==> config.mk <==
export PLATFORM = sky130hd
export DESIGN_NAME = tport_slave
export DESIGN_NICKNAME = d
export VERILOG_FILES = /design/src/rtl/tport_pkg.sv /design/src/rtl/tport_sync.sv /design/src/rtl/tport_edge.sv /design/src/rtl/tport_regfile.sv /design/src/rtl/tport_slave.sv
export SDC_FILE = /design/constraint.sdc
export NUM_CORES = 2
export LEC_CHECK = 0
export ABC_AREA = 1
export BUFFER_PORTS_ARGS = -buffer_cell sky130_fd_sc_hd__buf_2
export CORE_MARGIN = 2
export CORE_UTILIZATION = 35
export CTS_CLUSTER_DIAMETER = 200
export DETAILED_ROUTE_END_ITERATION = 10
export MAX_ROUTING_LAYER = met4
export PLACE_DENSITY = 0.57
export SETUP_SLACK_MARGIN = 0.3
export SYNTH_ARGS = -nofsm -noshare
export SYNTH_HDL_FRONTEND = slang
export SYNTH_SLANG_ARGS = --single-unit
==> constraint.sdc <==
create_clock -name clk -period 2.4 [get_ports clk]
set_input_delay 0.12 -clock clk [delete_from_list [all_inputs] [get_ports clk]]
set_output_delay 0.12 -clock clk [all_outputs]
set_load 0.01 [all_outputs]
==> src/rtl/tport_pkg.sv <==
package tport_pkg;

  // Kind of event seen on the synchronised test clock
  typedef enum logic [1:0] {
    EV_IDLE = 2'd0,  // no transition
    EV_ADDR = 2'd1,  // falling edge, enable high
    EV_DATA = 2'd2,  // rising edge, enable low
    EV_NOP  = 2'd3   // transition with the other enable level
  } tport_ev_e;

  function automatic tport_ev_e tport_classify(input logic rise,
                                               input logic fall,
                                               input logic en);
    tport_ev_e k;
    k = EV_IDLE;
    if (rise)      k = en ? EV_NOP  : EV_DATA;
    else if (fall) k = en ? EV_ADDR : EV_NOP;
    return k;
  endfunction

endpackage

==> src/rtl/tport_sync.sv <==
module tport_sync #(
  parameter int WIDTH  = 11,
  parameter int STAGES = 2
) (
  input  logic             clk,
  input  logic             rst,
  input  logic [WIDTH-1:0] async_i,
  output logic [WIDTH-1:0] sync_o
);

  localparam int LAST = STAGES - 1;

  logic [STAGES-1:0][WIDTH-1:0] chain_q;

  generate
    if (STAGES == 1) begin : g_single
      always_ff @(posedge clk) begin
        if (rst) chain_q <= '0;
        else     chain_q[0] <= async_i;
      end
    end else begin : g_multi
      always_ff @(posedge clk) begin
        if (rst) chain_q <= '0;
        else     chain_q <= {chain_q[STAGES-2:0], async_i};
      end
    end
  endgenerate

  assign sync_o = chain_q[LAST];

endmodule

==> src/rtl/tport_edge.sv <==
module tport_edge
  import tport_pkg::*;
(
  input  logic      clk,
  input  logic      rst,
  input  logic      tclk_s,
  input  logic      en_s,
  output tport_ev_e ev_o
);

  logic tclk_d;
  logic rise;
  logic fall;

  always_ff @(posedge clk) begin
    if (rst) tclk_d <= 1'b0;
    else     tclk_d <= tclk_s;
  end

  assign rise = tclk_s & ~tclk_d;
  assign fall = ~tclk_s & tclk_d;
  assign ev_o = tport_classify(rise, fall, en_s);


  edge_kind_chk: assert property (@(posedge clk) disable iff (rst)
    (ev_o == EV_ADDR || ev_o == EV_DATA || ev_o == EV_NOP) |=> (tclk_d != $past(tclk_d)));

endmodule

==> src/rtl/tport_regfile.sv <==
module tport_regfile #(
  parameter int          DATA_W    = 8,
  parameter int          ADDR_W    = 8,
  parameter int unsigned LAST_ADDR = 'h97
) (
  input  logic              clk,
  input  logic              rst,
  input  logic              clr_i,
  input  logic              we_i,
  input  logic [ADDR_W-1:0] waddr_i,
  input  logic [DATA_W-1:0] wdata_i,
  input  logic [ADDR_W-1:0] raddr_i,
  output logic [DATA_W-1:0] rdata_o
);

  localparam int DEPTH = LAST_ADDR + 1;

  logic [DATA_W-1:0] mem [DEPTH];
  logic              w_in_range;
  logic              r_in_range;

  assign w_in_range = (32'(waddr_i) <= LAST_ADDR);
  assign r_in_range = (32'(raddr_i) <= LAST_ADDR);

  always_ff @(posedge clk) begin
    if (rst || clr_i) begin
      for (int i = 0; i < DEPTH; i++) mem[i] <= '0;
    end else if (we_i && w_in_range) begin
      mem[waddr_i] <= wdata_i;
    end
  end

  always_ff @(posedge clk) begin
    if (rst)             rdata_o <= '0;
    else if (r_in_range) rdata_o <= mem[raddr_i];
    else                 rdata_o <= '0;
  end


  write_lands_chk: assert property (@(posedge clk) disable iff (rst)
    (we_i && !clr_i && w_in_range) |=> (mem[$past(waddr_i)] == $past(wdata_i)));


  high_read_zero_chk: assert property (@(posedge clk) disable iff (rst)
    (!r_in_range) |=> (rdata_o == '0));

endmodule

==> src/rtl/tport_slave.sv <==
module tport_slave
  import tport_pkg::*;
#(
  parameter int          DATA_W      = 8,
  parameter int unsigned LAST_ADDR   = 'h97,
  parameter int          SYNC_STAGES = 2
) (
  input  logic              clk,
  input  logic              rst,
  input  logic              tst_clk_i,
  input  logic              tst_clr_i,
  input  logic              tst_en_i,
  input  logic [DATA_W-1:0] tst_din_i,
  output logic [DATA_W-1:0] tst_dout_o
);

  localparam int BUS_W = DATA_W + 3;

  logic [BUS_W-1:0]  pins_s;
  logic              clr_s;
  logic              en_s;
  logic              tclk_s;
  logic [DATA_W-1:0] din_s;
  tport_ev_e         ev;
  logic [DATA_W-1:0] addr_q;

  tport_sync #(.WIDTH(BUS_W), .STAGES(SYNC_STAGES)) u_sync (
    .clk     (clk),
    .rst     (rst),
    .async_i ({tst_clr_i, tst_en_i, tst_clk_i, tst_din_i}),
    .sync_o  (pins_s)
  );

  assign {clr_s, en_s, tclk_s, din_s} = pins_s;

  tport_edge u_edge (
    .clk    (clk),
    .rst    (rst),
    .tclk_s (tclk_s),
    .en_s   (en_s),
    .ev_o   (ev)
  );

  always_ff @(posedge clk) begin
    if (rst || clr_s)       addr_q <= '0;
    else if (ev == EV_ADDR) addr_q <= din_s;
  end

  tport_regfile #(.DATA_W(DATA_W), .ADDR_W(DATA_W), .LAST_ADDR(LAST_ADDR)) u_regs (
    .clk     (clk),
    .rst     (rst),
    .clr_i   (clr_s),
    .we_i    (ev == EV_DATA),
    .waddr_i (addr_q),
    .wdata_i (din_s),
    .raddr_i (addr_q),
    .rdata_o (tst_dout_o)
  );


  addr_capture_chk: assert property (@(posedge clk) disable iff (rst)
    (ev == EV_ADDR && !clr_s) |=> (addr_q == $past(din_s)));


  nop_keeps_addr_chk: assert property (@(posedge clk) disable iff (rst)
    (ev == EV_NOP && !clr_s) |=> $stable(addr_q));


  data_keeps_addr_chk: assert property (@(posedge clk) disable iff (rst)
    (ev == EV_DATA && !clr_s) |=> $stable(addr_q));


  clear_addr_chk: assert property (@(posedge clk) disable iff (rst)
    clr_s |=> (addr_q == '0));


  clear_dout_chk: assert property (@(posedge clk) disable iff (rst)
    (clr_s && $past(clr_s)) |=> (tst_dout_o == '0));

endmodule

==> qor.txt <==
area share of fa/ha/maj cells after synthesis = 0%
fin crit share = 108%
CP arrival = 3300 ps
CP Launch Type = flip-flop
VDD IR max = 0.000665 V
Net count, final = 11,138
GRT Resource Usage Total = 20.2%
part of the Yosys area used for sequential elements = 67.9%
io pins = 21
later-pin clock latency in the skew report = 870 ps
R2R Setup Slk = -180 ps
DP Cell Count = 14,282
router iterations before antenna repair = 6
final setup vio count = 19
grt total ovfl = 0
hpwl dp = 166 mm
f_max = 387 MHz
drt total wl = 264 mm
Chip Width = 516 um
synth top area cells = edfxtp_1, nand2_1, nor2_1
GP Congestion = 0.871
vias in the first global route = 67,516
net switching power = 17.7 mW
Layout area overhead = 26.8%
clock skew = 57.5 ps
CTS tree = done
Pleak = 50.3 nW
combinational family with the most area after synthesis = simple AND/OR/NAND/NOR gates
worst relative slew slack = 22.8%
Seq pwr share = 53.3%
kind of critical path = reg2reg
Yosys top cell by area = edfxtp_1
routed vias/inst = 4.66
Hold WS = 106 ps
total power = 79.2 mW
prevailing post-synth register cell = edfxtp_1
power per standard cell area = 681 mW/mm^2
combinational power share = 5.0%
status = complete, but fails checks
DRC Markers = 0
filler cell count = 25,201
worst-path cell chain = buf_12 > inv_16 > nor2_4 > buf_12 > buf_12 > buf_4 > nand2_1 > nand3_1 > nand2_1 > nand2_1 > nor2_1 > nor2_1 > buf_4 > nor2_2 > buf_4 > nand2_1 > nand2_2 > nand2_8 > nor2_2 > nor2_1
initial antenna violation count = 1
ys async rst share = 0%
mux contribution to synthesized area = 0%
CP startpoint = addr_q[0]
Post-synth EDFFs = 2,048
worst setup margin = -182 ps
CTS buffer count = 220
flops & latches, synth = 2,087
area of the multi-input gates = 0.0322 mm^2
Yosys top cell area share = 67.0%
Root Buffer = clkbuf_16
first-pass GRT wire length = 400 mm
PortBufs = 20
clock power share = 41.7%
Mapped Cells = 9,784
Tmin final = 2580 ps
kind of cell adding the most delay to the critical path = simple AND/OR/NAND/NOR gates
Register Area = 0.0623 mm^2
CTS Sinks = 2,087
RSZ-0062 raised after global routing = yes
layout cells sized above 1 = 13.5%
Setup crit end = u_regs.rdata_o[2]
failing checks = setup timing
Switching Share = 22.3%
Final Non-Filler Cells = 14,825
Crit-path slowest cell = dfxtp_4
worst slew pin tran = 1160 ps
synthesized area per cell = 9.38 um^2
critical path depth = 20
synth cell count leaders = nand2_1, edfxtp_1, nor2_1
via count = 69,083
drt wl/cell = 17.8 um
Max-cap violations = 0
count leader, synth = nand2_1
Final Hold Violating Endpoints = 0
slowest cell delay on critical path = 350 ps
Ys Warns = 0
Req. time, crit path = 3110 ps
R2R depth = 20
DR iter-0 viols = 6,609
Final Util = 44.5%
Post-Syn Area = 0.0918 mm^2
post-synthesis xor/xnor area fraction = 0%
CTS max path bufs = 3
Worst path most repeated cell = nand2_1
Worst R2R Start = addr_q[0]
H-tree depth = 4
pre-CTS WS = -592 ps
Worst-path clk slew = 60 ps
die area = 0.266 mm^2
CP Capture Type = flip-flop
Worst Hold Class = in2reg
Crit Path Max Fanout = 7
Critical R2R Capture = u_regs.rdata_o[2]
Buf/Inv on CP = 7
Post-Synth Simple-Gate Area = 29.3%
Slew Viols, Final = 0
num rows = 188
core area = 0.262 mm^2
Internal Power = 61.6 mW
Initial Util = 35.1%
Final ANT Viol Nets = 0
largest net degree at the start of global routing = 106
compound-cell area share of the yosys netlist = 0.180%
Die H = 516 um
post-synth cell types = 26
==> stage by stage <==
stage / cell area (um^2) / TNS, ps
after CTS: 115000 / -2330
after detailed placement: 105000 / -157880
final: 116000 / -1140
after global placement: 105000 / -118290
after floorplan: 95100 / 0
after global routing: 116000 / -5430
==> area by class of cell <==
| type | count | area share [%] |
|---|---|---|
| sequential | 2087 | 53.5 |
| multi-input combinational | 7923 | 27.6 |
| timing repair buffer | 837 | 8.83 |
| clock buffer | 286 | 5.02 |
| tap | 3515 | 3.78 |
| clock inverter | 120 | 0.907 |
| inverter | 55 | 0.257 |
| timing repair inverter | 1 | 0.00753 |
| antenna | 1 | 0.00215 |
==> per-layer routing <==
metal / up-vias / GRT usage, % / share of wire (%)
met1: 33385 / 25.9 / 43
met3: 409 / 2.63 / 5.9
li1: 33297 / - / -
met2: 1992 / 33.4 / 49
met5: - / - / 0
met4: 0 / 5.84 / 2.7
==> flip-flops by register name, summed over array words and instances, names as in the netlist <==
name            count
u_regs.rdata_o      8
u_regs.mem       2048
u_sync.sync_o      11
u_sync.chain_q     11
u_edge.tclk_d       1
addr_q              8
==> logic make-up (layout without fill, tap and decap cells) <==
logic type | count (synthesis) | after routing
and+or+nand+nor | 7058 | 7058
other | 1 | 833
AOI/OAI and AO/OA | 33 | 33
buffers and inverters | 605 | 1299
DFF | 2087 | 2087
==> worst register-to-register path: stages, from the launching register on <==
cell     delay, ps
dfxtp_4        350
buf_12         160
inv_16         130
nor2_4          70
buf_12         130
buf_12         150
buf_4          150
nand2_1         80
nand3_1         90
nand2_1         90
nand2_1         60
nor2_1         120
nor2_1          70
buf_4          190
nor2_2          90
buf_4          120
nand2_1         50
nand2_2        120
nand2_8        100
nor2_2         100
nor2_1          40
==> power by group through the flow <==
stage | logic (mW) | clock network, mW | registers (mW)
2_1_floorplan | 2.03 | 0 | 42.9
3_3_place_gp | 3.66 | 0 | 42.9
3_5_place_dp | 3.69 | 0 | 43.0
4_1_cts | 3.87 | 33.7 | 42.2
5_1_grt | 4.44 | 35.1 | 42.3
6_report | 4.00 | 33.0 | 42.2
==> worst min-delay path by stage <==
stage          cells after the start           endpoint  slack, ps    startpoint
6_report                           3      u_edge.tclk_d        110           rst
5_1_grt                            3      u_edge.tclk_d         60           rst
4_1_cts                            3      u_edge.tclk_d          4           rst
3_5_place_dp                       3  u_sync.chain_q[4]        330  tst_din_i[4]
3_3_place_gp                       3  u_sync.chain_q[4]        330  tst_din_i[4]
2_1_floorplan                      2  u_sync.chain_q[0]        230  tst_din_i[0]
==> layout by cell type, fill, tap and decap left out, drive strengths merged <==
cell type,synthesis,routed
nand3,173,173
nor2,1616,1616
conb,1,832
inv,52,65
bufbuf,0,9
diode,0,1
nor3,16,16
clkbuf,407,293
clkinvlp,0,10
o21ai,17,17
edfxtp,2048,2048
a21oi,16,16
bufinv,0,13
nor4,1,1
dlygate4sd3,0,32
buf,143,789
nand2,5251,5251
clkinv,3,88
nand3b,1,1
dfxtp,39,39
==> repair_timing <==
action / in CTS / in global routing
pin swaps: 104 / 59
hold endpoints to repair: 23 / 0
gates cloned: 26 / 7
hold buffers: 32 / 0
resized for setup: 333 / 311
endpoints found under the setup margin: 2440 / 2413
setup buffers: 35 / 36
No activity file was read; power rests on OpenSTA's default activity.
